### config.mk
export PLATFORM = sky130hd
export DESIGN_NAME = flash_cmd_decoder
export DESIGN_NICKNAME = d
export VERILOG_FILES = /design/src/rtl/flash_cmd_pkg.sv /design/src/rtl/fcd_cmd_fsm.sv /design/src/rtl/fcd_status_reg.sv /design/src/rtl/fcd_read_mux.sv /design/src/rtl/flash_cmd_decoder.sv
export SDC_FILE = /design/constraint.sdc
export NUM_CORES = 1
export LEC_CHECK = 0
export BUFFER_PORTS_ARGS = -buffer_cell sky130_fd_sc_hd__clkbuf_2
export CAP_MARGIN = 20
export CORE_MARGIN = 1
export CORE_UTILIZATION = 50
export CTS_CLUSTER_DIAMETER = 50
export CTS_CLUSTER_SIZE = 28
export DETAILED_ROUTE_END_ITERATION = 10
export GPL_TIMING_DRIVEN = 0
export PLACE_DENSITY = 0.77
export SETUP_SLACK_MARGIN = 0.2
export SLEW_MARGIN = 10
export SYNTH_ARGS = -nofsm -noshare
export SYNTH_HDL_FRONTEND = slang
export SYNTH_SLANG_ARGS = --single-unit
### constraint.sdc
create_clock -name clk -period 2.4 [get_ports clk]
set_input_delay 0.72 -clock clk [delete_from_list [all_inputs] [get_ports clk]]
set_output_delay 0.72 -clock clk [all_outputs]
set_load 0.02 [all_outputs]
### src/rtl/flash_cmd_pkg.sv
package flash_cmd_pkg;

    localparam logic [7:0] CMD_READ_ARRAY   = 8'hFF;
    localparam logic [7:0] CMD_PROG_SETUP   = 8'h40;
    localparam logic [7:0] CMD_PROG_ALT     = 8'h10;
    localparam logic [7:0] CMD_ERASE_SETUP  = 8'h20;
    localparam logic [7:0] CMD_CONFIRM      = 8'hD0;
    localparam logic [7:0] CMD_READ_STATUS  = 8'h70;
    localparam logic [7:0] CMD_CLEAR_STATUS = 8'h50;
    localparam logic [7:0] CMD_SUSPEND      = 8'hB0;
    localparam logic [7:0] CMD_IDENT        = 8'h90;

    localparam logic [7:0] ID_MAKER      = 8'h31;
    localparam logic [7:0] ID_DEV_TOP    = 8'h7C;
    localparam logic [7:0] ID_DEV_BOTTOM = 8'h7D;

    // status byte bit positions (decoded by host software)
    localparam int SB_READY = 7;
    localparam int SB_SUSP  = 6;
    localparam int SB_ERASE = 5;
    localparam int SB_PROG  = 4;
    localparam int SB_VLOW  = 3;

    typedef enum logic [1:0] {
        RD_ARRAY  = 2'd0,
        RD_STATUS = 2'd1,
        RD_IDENT  = 2'd2
    } rd_src_e;

    typedef enum logic [1:0] {
        ARM_NONE  = 2'd0,
        ARM_PROG  = 2'd1,
        ARM_ERASE = 2'd2
    } arm_e;

    typedef enum logic {
        OP_PROG  = 1'b0,
        OP_ERASE = 1'b1
    } op_e;

endpackage

### src/rtl/fcd_cmd_fsm.sv
module fcd_cmd_fsm
    import flash_cmd_pkg::*;
#(
    parameter int ADDR_W = 18
) (
    input  logic              clk,
    input  logic              rst_n,
    input  logic              pd_i,
    input  logic              wr_en_i,
    input  logic [ADDR_W-1:0] wr_addr_i,
    input  logic [7:0]        wr_data_i,
    input  logic              done_i,
    input  logic              susp_ack_i,
    input  logic              vlow_flag_i,
    output rd_src_e           mode_o,
    output logic              busy_o,
    output op_e               op_o,
    output logic              prog_req_o,
    output logic              erase_req_o,
    output logic              susp_req_o,
    output logic              resume_req_o,
    output logic [ADDR_W-1:0] seq_addr_o,
    output logic [7:0]        seq_data_o,
    output logic              clr_o,
    output logic              set_ps_o,
    output logic              set_es_o
);

    typedef struct packed {
        rd_src_e           mode;
        arm_e              arm;
        logic              busy;
        op_e               op;
        logic              prog_req;
        logic              erase_req;
        logic              susp_req;
        logic              resume_req;
        logic [ADDR_W-1:0] addr;
        logic [7:0]        data;
    } fsm_t;

    localparam fsm_t FSM_RST = '{
        mode: RD_ARRAY, arm: ARM_NONE, busy: 1'b0, op: OP_PROG,
        prog_req: 1'b0, erase_req: 1'b0, susp_req: 1'b0, resume_req: 1'b0,
        addr: '0, data: '0
    };

    fsm_t q, d;
    logic is_idle_cmd;

    // decode of first-cycle commands when nothing is in flight
    always_comb begin
        is_idle_cmd = (q.arm == ARM_NONE) && !q.busy;
    end

    always_comb begin
        d            = q;
        d.prog_req   = 1'b0;
        d.erase_req  = 1'b0;
        d.susp_req   = 1'b0;
        d.resume_req = 1'b0;
        clr_o        = 1'b0;
        set_ps_o     = 1'b0;
        set_es_o     = 1'b0;
        if (pd_i) begin
            d = FSM_RST;
        end else begin
            if (done_i) begin
                d.busy = 1'b0;
            end
            if (wr_en_i) begin
                case (q.arm)
                    ARM_PROG: begin
                        d.arm  = ARM_NONE;
                        d.mode = RD_STATUS;
                        if (vlow_flag_i) begin
                            set_ps_o = 1'b1;
                        end else begin
                            d.prog_req = 1'b1;
                            d.busy     = 1'b1;
                            d.op       = OP_PROG;
                            d.addr     = wr_addr_i;
                            d.data     = wr_data_i;
                        end
                    end
                    ARM_ERASE: begin
                        d.arm  = ARM_NONE;
                        d.mode = RD_STATUS;
                        if (wr_data_i != CMD_CONFIRM) begin
                            set_ps_o = 1'b1;
                            set_es_o = 1'b1;
                        end else if (vlow_flag_i) begin
                            set_es_o = 1'b1;
                        end else begin
                            d.erase_req = 1'b1;
                            d.busy      = 1'b1;
                            d.op        = OP_ERASE;
                            d.addr      = wr_addr_i;
                        end
                    end
                    default: begin
                        if (q.busy && !susp_ack_i) begin
                            if (wr_data_i == CMD_READ_STATUS) begin
                                d.mode = RD_STATUS;
                            end else if (wr_data_i == CMD_SUSPEND && q.op == OP_ERASE) begin
                                d.susp_req = 1'b1;
                            end
                        end else if (q.busy) begin
                            case (wr_data_i)
                                CMD_READ_STATUS: d.mode = RD_STATUS;
                                CMD_READ_ARRAY:  d.mode = RD_ARRAY;
                                CMD_CONFIRM: begin
                                    d.resume_req = 1'b1;
                                    d.mode       = RD_STATUS;
                                end
                                default: ;
                            endcase
                        end else if (is_idle_cmd) begin
                            case (wr_data_i)
                                CMD_READ_ARRAY:   d.mode = RD_ARRAY;
                                CMD_READ_STATUS:  d.mode = RD_STATUS;
                                CMD_CLEAR_STATUS: clr_o  = 1'b1;
                                CMD_IDENT:        d.mode = RD_IDENT;
                                CMD_PROG_SETUP, CMD_PROG_ALT: begin
                                    d.arm  = ARM_PROG;
                                    d.mode = RD_STATUS;
                                end
                                CMD_ERASE_SETUP: begin
                                    d.arm  = ARM_ERASE;
                                    d.mode = RD_STATUS;
                                end
                                default: ;
                            endcase
                        end
                    end
                endcase
            end
        end
    end

    always_ff @(posedge clk or negedge rst_n) begin
        if (!rst_n) begin
            q <= FSM_RST;
        end else begin
            q <= d;
        end
    end

    assign mode_o       = q.mode;
    assign busy_o       = q.busy;
    assign op_o         = q.op;
    assign prog_req_o   = q.prog_req;
    assign erase_req_o  = q.erase_req;
    assign susp_req_o   = q.susp_req;
    assign resume_req_o = q.resume_req;
    assign seq_addr_o   = q.addr;
    assign seq_data_o   = q.data;

    AST_ONE_REQUEST: assert property (@(posedge clk) disable iff (!rst_n)
        $onehot0({prog_req_o, erase_req_o, susp_req_o, resume_req_o}));
    AST_PROG_AFTER_WRITE: assert property (@(posedge clk) disable iff (!rst_n)
        prog_req_o |-> $past(wr_en_i));
    AST_ERASE_NEEDS_CONFIRM: assert property (@(posedge clk) disable iff (!rst_n)
        erase_req_o |-> ($past(wr_data_i) == CMD_CONFIRM && $past(wr_en_i)));
    AST_POWERDOWN_QUIET: assert property (@(posedge clk) disable iff (!rst_n)
        pd_i |=> !(prog_req_o || erase_req_o || susp_req_o || resume_req_o));
    AST_RESUME_ONLY_SUSPENDED: assert property (@(posedge clk) disable iff (!rst_n)
        resume_req_o |-> $past(susp_ack_i));

endmodule

### src/rtl/fcd_status_reg.sv
module fcd_status_reg
    import flash_cmd_pkg::*;
(
    input  logic       clk,
    input  logic       rst_n,
    input  logic       pd_i,
    input  logic       clr_i,
    input  logic       set_ps_i,
    input  logic       set_es_i,
    input  logic       done_i,
    input  logic       err_i,
    input  logic       vlow_i,
    input  op_e        op_i,
    input  logic       busy_i,
    input  logic       susp_ack_i,
    output logic [7:0] status_o,
    output logic       vlow_flag_o
);

    typedef struct packed {
        logic es;
        logic ps;
        logic vl;
    } sticky_t;

    sticky_t q, d;
    logic    fail_any;

    always_comb begin
        fail_any = done_i && (err_i || vlow_i);
        d        = q;
        if (pd_i) begin
            d = '0;
        end else begin
            if (clr_i) begin
                d = '0;
            end
            if (set_ps_i) d.ps = 1'b1;
            if (set_es_i) d.es = 1'b1;
            if (fail_any) begin
                if (op_i == OP_ERASE) d.es = 1'b1;
                else                  d.ps = 1'b1;
            end
            if (done_i && vlow_i) d.vl = 1'b1;
        end
    end

    always_ff @(posedge clk or negedge rst_n) begin
        if (!rst_n) begin
            q <= '0;
        end else begin
            q <= d;
        end
    end

    always_comb begin
        status_o           = '0;
        status_o[SB_READY] = !busy_i || susp_ack_i;
        status_o[SB_SUSP]  = busy_i && susp_ack_i;
        status_o[SB_ERASE] = q.es;
        status_o[SB_PROG]  = q.ps;
        status_o[SB_VLOW]  = q.vl;
    end

    assign vlow_flag_o = q.vl;

    AST_CLEAR_EMPTIES: assert property (@(posedge clk) disable iff (!rst_n)
        (clr_i && !done_i && !set_ps_i && !set_es_i) |=> (status_o[5:3] == 3'b000));
    AST_BAD_SEQ_BOTH: assert property (@(posedge clk) disable iff (!rst_n)
        (set_ps_i && set_es_i && !pd_i) |=> (status_o[SB_ERASE] && status_o[SB_PROG]));
    AST_VLOW_STICKY: assert property (@(posedge clk) disable iff (!rst_n)
        (status_o[SB_VLOW] && !clr_i && !pd_i) |=> status_o[SB_VLOW]);

endmodule

### src/rtl/fcd_read_mux.sv
module fcd_read_mux
    import flash_cmd_pkg::*;
#(
    parameter int ADDR_W   = 18,
    parameter bit TOP_BOOT = 1'b1
) (
    input  logic              clk,
    input  logic              rst_n,
    input  logic              pd_i,
    input  logic              rd_en_i,
    input  logic [ADDR_W-1:0] rd_addr_i,
    input  rd_src_e           mode_i,
    input  logic [7:0]        status_i,
    input  logic [7:0]        array_data_i,
    output logic [7:0]        rd_data_o
);

    localparam logic [7:0] DEV_CODE = TOP_BOOT ? ID_DEV_TOP : ID_DEV_BOTTOM;

    typedef struct packed {
        logic       rd_seen;
        logic [7:0] data;
    } rd_t;

    rd_t        q, d;
    logic [7:0] ident_byte;

    always_comb begin
        if (rd_addr_i == ADDR_W'(0))      ident_byte = ID_MAKER;
        else if (rd_addr_i == ADDR_W'(1)) ident_byte = DEV_CODE;
        else                              ident_byte = 8'h00;
    end

    always_comb begin
        d = q;
        if (pd_i) begin
            d = '0;
        end else begin
            d.rd_seen = rd_en_i;
            if (rd_en_i) begin
                case (mode_i)
                    RD_ARRAY:  d.data = array_data_i;
                    RD_IDENT:  d.data = ident_byte;
                    RD_STATUS: if (!q.rd_seen) d.data = status_i;
                    default:   d.data = 8'h00;
                endcase
            end
        end
    end

    always_ff @(posedge clk or negedge rst_n) begin
        if (!rst_n) begin
            q <= '0;
        end else begin
            q <= d;
        end
    end

    assign rd_data_o = q.data;

    AST_STATUS_FROZEN: assert property (@(posedge clk) disable iff (!rst_n)
        (mode_i == RD_STATUS && rd_en_i && q.rd_seen && !pd_i) |=> $stable(rd_data_o));
    AST_POWERDOWN_ZERO: assert property (@(posedge clk) disable iff (!rst_n)
        pd_i |=> (rd_data_o == 8'h00));

endmodule

### src/rtl/flash_cmd_decoder.sv
module flash_cmd_decoder
    import flash_cmd_pkg::*;
#(
    parameter int ADDR_W   = 18,
    parameter bit TOP_BOOT = 1'b1
) (
    input  logic              clk,
    input  logic              rst_n,
    input  logic              pd_i,
    input  logic              wr_en_i,
    input  logic [ADDR_W-1:0] wr_addr_i,
    input  logic [7:0]        wr_data_i,
    input  logic              rd_en_i,
    input  logic [ADDR_W-1:0] rd_addr_i,
    input  logic [7:0]        array_data_i,
    output logic [7:0]        rd_data_o,
    output logic              prog_req_o,
    output logic              erase_req_o,
    output logic              susp_req_o,
    output logic              resume_req_o,
    output logic [ADDR_W-1:0] seq_addr_o,
    output logic [7:0]        seq_data_o,
    input  logic              seq_done_i,
    input  logic              seq_err_i,
    input  logic              seq_vlow_i,
    input  logic              seq_susp_ack_i
);

    rd_src_e    mode;
    op_e        op;
    logic       busy;
    logic       clr, set_ps, set_es, vlow_flag;
    logic [7:0] status;

    fcd_cmd_fsm #(.ADDR_W(ADDR_W)) u_fsm (
        .clk          (clk),
        .rst_n        (rst_n),
        .pd_i         (pd_i),
        .wr_en_i      (wr_en_i),
        .wr_addr_i    (wr_addr_i),
        .wr_data_i    (wr_data_i),
        .done_i       (seq_done_i),
        .susp_ack_i   (seq_susp_ack_i),
        .vlow_flag_i  (vlow_flag),
        .mode_o       (mode),
        .busy_o       (busy),
        .op_o         (op),
        .prog_req_o   (prog_req_o),
        .erase_req_o  (erase_req_o),
        .susp_req_o   (susp_req_o),
        .resume_req_o (resume_req_o),
        .seq_addr_o   (seq_addr_o),
        .seq_data_o   (seq_data_o),
        .clr_o        (clr),
        .set_ps_o     (set_ps),
        .set_es_o     (set_es)
    );

    fcd_status_reg u_status (
        .clk         (clk),
        .rst_n       (rst_n),
        .pd_i        (pd_i),
        .clr_i       (clr),
        .set_ps_i    (set_ps),
        .set_es_i    (set_es),
        .done_i      (seq_done_i),
        .err_i       (seq_err_i),
        .vlow_i      (seq_vlow_i),
        .op_i        (op),
        .busy_i      (busy),
        .susp_ack_i  (seq_susp_ack_i),
        .status_o    (status),
        .vlow_flag_o (vlow_flag)
    );

    fcd_read_mux #(.ADDR_W(ADDR_W), .TOP_BOOT(TOP_BOOT)) u_rdmux (
        .clk          (clk),
        .rst_n        (rst_n),
        .pd_i         (pd_i),
        .rd_en_i      (rd_en_i),
        .rd_addr_i    (rd_addr_i),
        .mode_i       (mode),
        .status_i     (status),
        .array_data_i (array_data_i),
        .rd_data_o    (rd_data_o)
    );

endmodule

==> flow_summary.json <==
{
  "powerDensity_nw_per_um2": 436,
  "yosys.area.top_type": "dfrtp_1",
  "dieHeight_um": 77.2,
  "max_freq_mhz": 453,
  "clock_path_buffers": 2,
  "met3_usage_pct": 4.17,
  "synth_fp_nets": 363,
  "synth.distinct_cells": 47,
  "finalSetupViolCount": 0,
  "met1_usage_pct": 26.6,
  "via_per_inst": 5.14,
  "seqCellArea_um2": 1200,
  "rsz0062_at_grt": "true",
  "grt.overflow.total": 0,
  "drt_first_pass_iters": 5,
  "worstSetupStartpoint": "wr_data_i[1]",
  "hpwl_mm": 4.84,
  "start_kind": "input port",
  "crit_family": "simple AND/OR/NAND/NOR gates",
  "die_area_um2": 5960,
  "synth_ff_type": "dfrtp_1",
  "relSlewSlack_pct": 52.9,
  "grt_start_max_net_pins": 28,
  "drive_above_1_share_pct": 40.0,
  "critPathMaxFanout": 8,
  "syn_avg_cell_area_um2": 9.45,
  "clk_pin_slew_worst_paths_ns": 0.09,
  "rrSetupSlack_ns": 0.46,
  "synth_warnings": 0,
  "grt_use_total_pct": 22.3,
  "p_leak_nw": 1.91,
  "fin_nets": 469,
  "clock_sinks": 48,
  "multiInputGateArea_um2": 1200,
  "cts_tree": "yes",
  "crit_cells": 7,
  "area_growth_pct": 25.1,
  "diodes": 0,
  "tightest_slew_ns": 0.707,
  "io_pins": 99,
  "fin_ws_ns": 0.194,
  "slew_viol_final": 0,
  "final_cell_mix": "clkbuf_2, dfrtp_1, buf_4",
  "r2r_end": "u_fsm.mode_o[0]",
  "end_kind": "flip-flop",
  "final_common_cell": "clkbuf_2",
  "path_buf_inv": 2,
  "critPathArrivalTime_ns": 2.39,
  "place_congestion": 0.862,
  "cts_buffers": 5,
  "rows": 27,
  "wl_per_cell_um": 13.1,
  "cts_root_buffer": "clkbuf_8",
  "rr_startpoint": "u_fsm.q[32]",
  "drt_wl_total_mm": 6.27,
  "grt_pass1_wl_mm": 10.5,
  "synth_top_area_share_pct": 42.5,
  "drc": 0,
  "yosysSeqAreaShare_pct": 42.5,
  "insertion_delay_ns": 0.30,
  "ir_drop_mv": 0.265,
  "synth_edf_count": 0,
  "crit_chain": "clkbuf_2 -> or4_4 -> buf_6 -> o311ai_4 -> a21oi_1 -> a31oi_1 -> mux2_1",
  "cpPeakStageDelay_ns": 0.53,
  "crit_end": "u_fsm.mode_o[1]",
  "pre_cts_slack_ns": -0.143,
  "nFillCells": 490,
  "fin_crit_ns": 2.21,
  "synthArstFlopShare_pct": 100,
  "status": "complete, no violations",
  "hold_violations": 0,
  "gr-usage-met2_pct": 40.3,
  "netlist_area_um2": 2830,
  "drtAntennaViolNets": 0,
  "grt_busiest_layer": "met2",
  "final.setup_skew_ns": 0.00568,
  "critPathKind": "in2reg",
  "hold_class": "in2async",
  "cap_viol_max_count": 0,
  "portBuffers": 95,
  "cp.required_ns": 2.59,
  "die_w_um": 77.2,
  "first_iter_violations": 53,
  "htreeDepth": 2,
  "dr_total_vias": 2450,
  "synth.area.top_cells": "dfrtp_1, buf_4, mux2i_1",
  "fin_util_pct": 64.6,
  "ys_seq_elements": 48,
  "crit_slowest_cell": "or4_4",
  "initial_core_util_pct": 51.6,
  "postSynthCellCount": 299,
  "rr_worst_depth": 8,
  "coreArea_um2": 5470,
  "min_period_over_period_pct": 91.9,
  "grt_pass1_vias": 2362,
  "antenna_found_initial": 0
}
-- timing repair --
action                                  4_1_cts  5_1_grt
hold buffers                                  0        0
resized for setup                             1        3
pin swaps                                     0        1
buffers inserted                              1        2
endpoints found under the setup margin        1       16
-- report_power, final --
| group | total, mW | switching [mW] | leakage [nW] | internal [mW] |
|---|---|---|---|---|
| clock | 0.502 | 0.272 | 0.0473 | 0.230 |
| combinational | 0.210 | 0.112 | 1.20 | 0.0973 |
| sequential | 0.828 | 0.00758 | 0.663 | 0.820 |
| total | 1.54 | 0.392 | 1.91 | 1.15 |
-- worst min path at each step --
stage                                    start                    to  slack [ns]  cells past startpoint
after global routing                     rst_n  u_rdmux.rd_data_o[4]        0.45                      1
after global placement    u_rdmux.rd_data_o[5]  u_rdmux.rd_data_o[5]        0.46                      2
after detailed placement  u_rdmux.rd_data_o[7]  u_rdmux.rd_data_o[7]        0.47                      2
final                                    rst_n  u_rdmux.rd_data_o[4]        0.40                      1
after floorplan                          rst_n          u_fsm.busy_o        0.42                      0
after CTS                                rst_n  u_rdmux.rd_data_o[7]        0.43                      1
-- cell families (layout without fill, tap and decap cells) --
kind of cell               Yosys count  count (layout)  share of synthesized area [%]
AOI/OAI and AO/OA                   42              42                           10.1
and+or+nand+nor                    123             123                           22.0
DFF                                 48              48                           42.5
muxes                               23              23                           8.24
adders and majority gates            3               3                           1.33
xor gates and xnor gates             2               2                          0.620
buffers and inverters               58             164                           15.2
-- synth_stat cells (all sizes together) (3+ instances only) --
library cell and instances:
a31oi 4, nand2 29, clkbuf 10, ha 3, nand4 5, a22oi 5
nand3 19, mux2i 21, buf 41, nor4 5, inv 6, nand3b 4
o21ai 6, a21oi 16, nor2 36, nor3 8, nand2b 5, dfrtp 48
nor4b 3
-- registers in the layout, summed over array words and instances, names as in the netlist --
register,cells
u_fsm.susp_req_o,1
u_fsm.q,2
u_status.vlow_flag_o,1
u_fsm.seq_data_o,8
u_fsm.mode_o,2
u_rdmux.rd_data_o,8
u_fsm.seq_addr_o,18
u_fsm.prog_req_o,1
u_fsm.erase_req_o,1
u_rdmux.q,1
u_status.status_o,2
u_fsm.busy_o,1
u_fsm.resume_req_o,1
u_fsm.op_o,1
-- stage by stage --
stage                     cell area, µm²  hold WS [ns]  std cells  total power, mW  setup TNS (ns)
after floorplan                     2830         0.424        299            0.951               0
final                               3530         0.401        477             1.54               0
after CTS                           3510         0.431        475             1.54               0
after global placement              3390         0.461        466             1.04          -0.619
after detailed placement            3410         0.471        467             1.05          -0.664
after global routing                3530         0.450        477             1.60               0
-- final cells by class --
type	instances	area share, %
timing repair buffer	99	14.7
multi-input combinational	193	34.0
buffer	52	11.6
clock buffer	6	2.34
inverter	6	0.637
sequential	48	34.0
clock inverter	1	0.248
tap	72	2.55
-- worst register-to-register path, delay by kind of cell (launching register included) --
family | cells | cell delay, ns
flip-flops | 1 | 0.39
adder cells (fa/ha/maj) | 1 | 0.33
buffers and inverters | 4 | 0.55
AND/OR/NAND/NOR | 1 | 0.30
AO/OA/AOI/OAI | 2 | 0.27
-- layer usage --
layer	vias up	part of all wire [%]	wire length [µm]
li1	1213	-	-
met1	1153	44	2730
met2	78	51	3190
met3	6	4.4	276
met4	0	1.2	73
met5	-	0	0
Power figures use the tool's default switching activity.
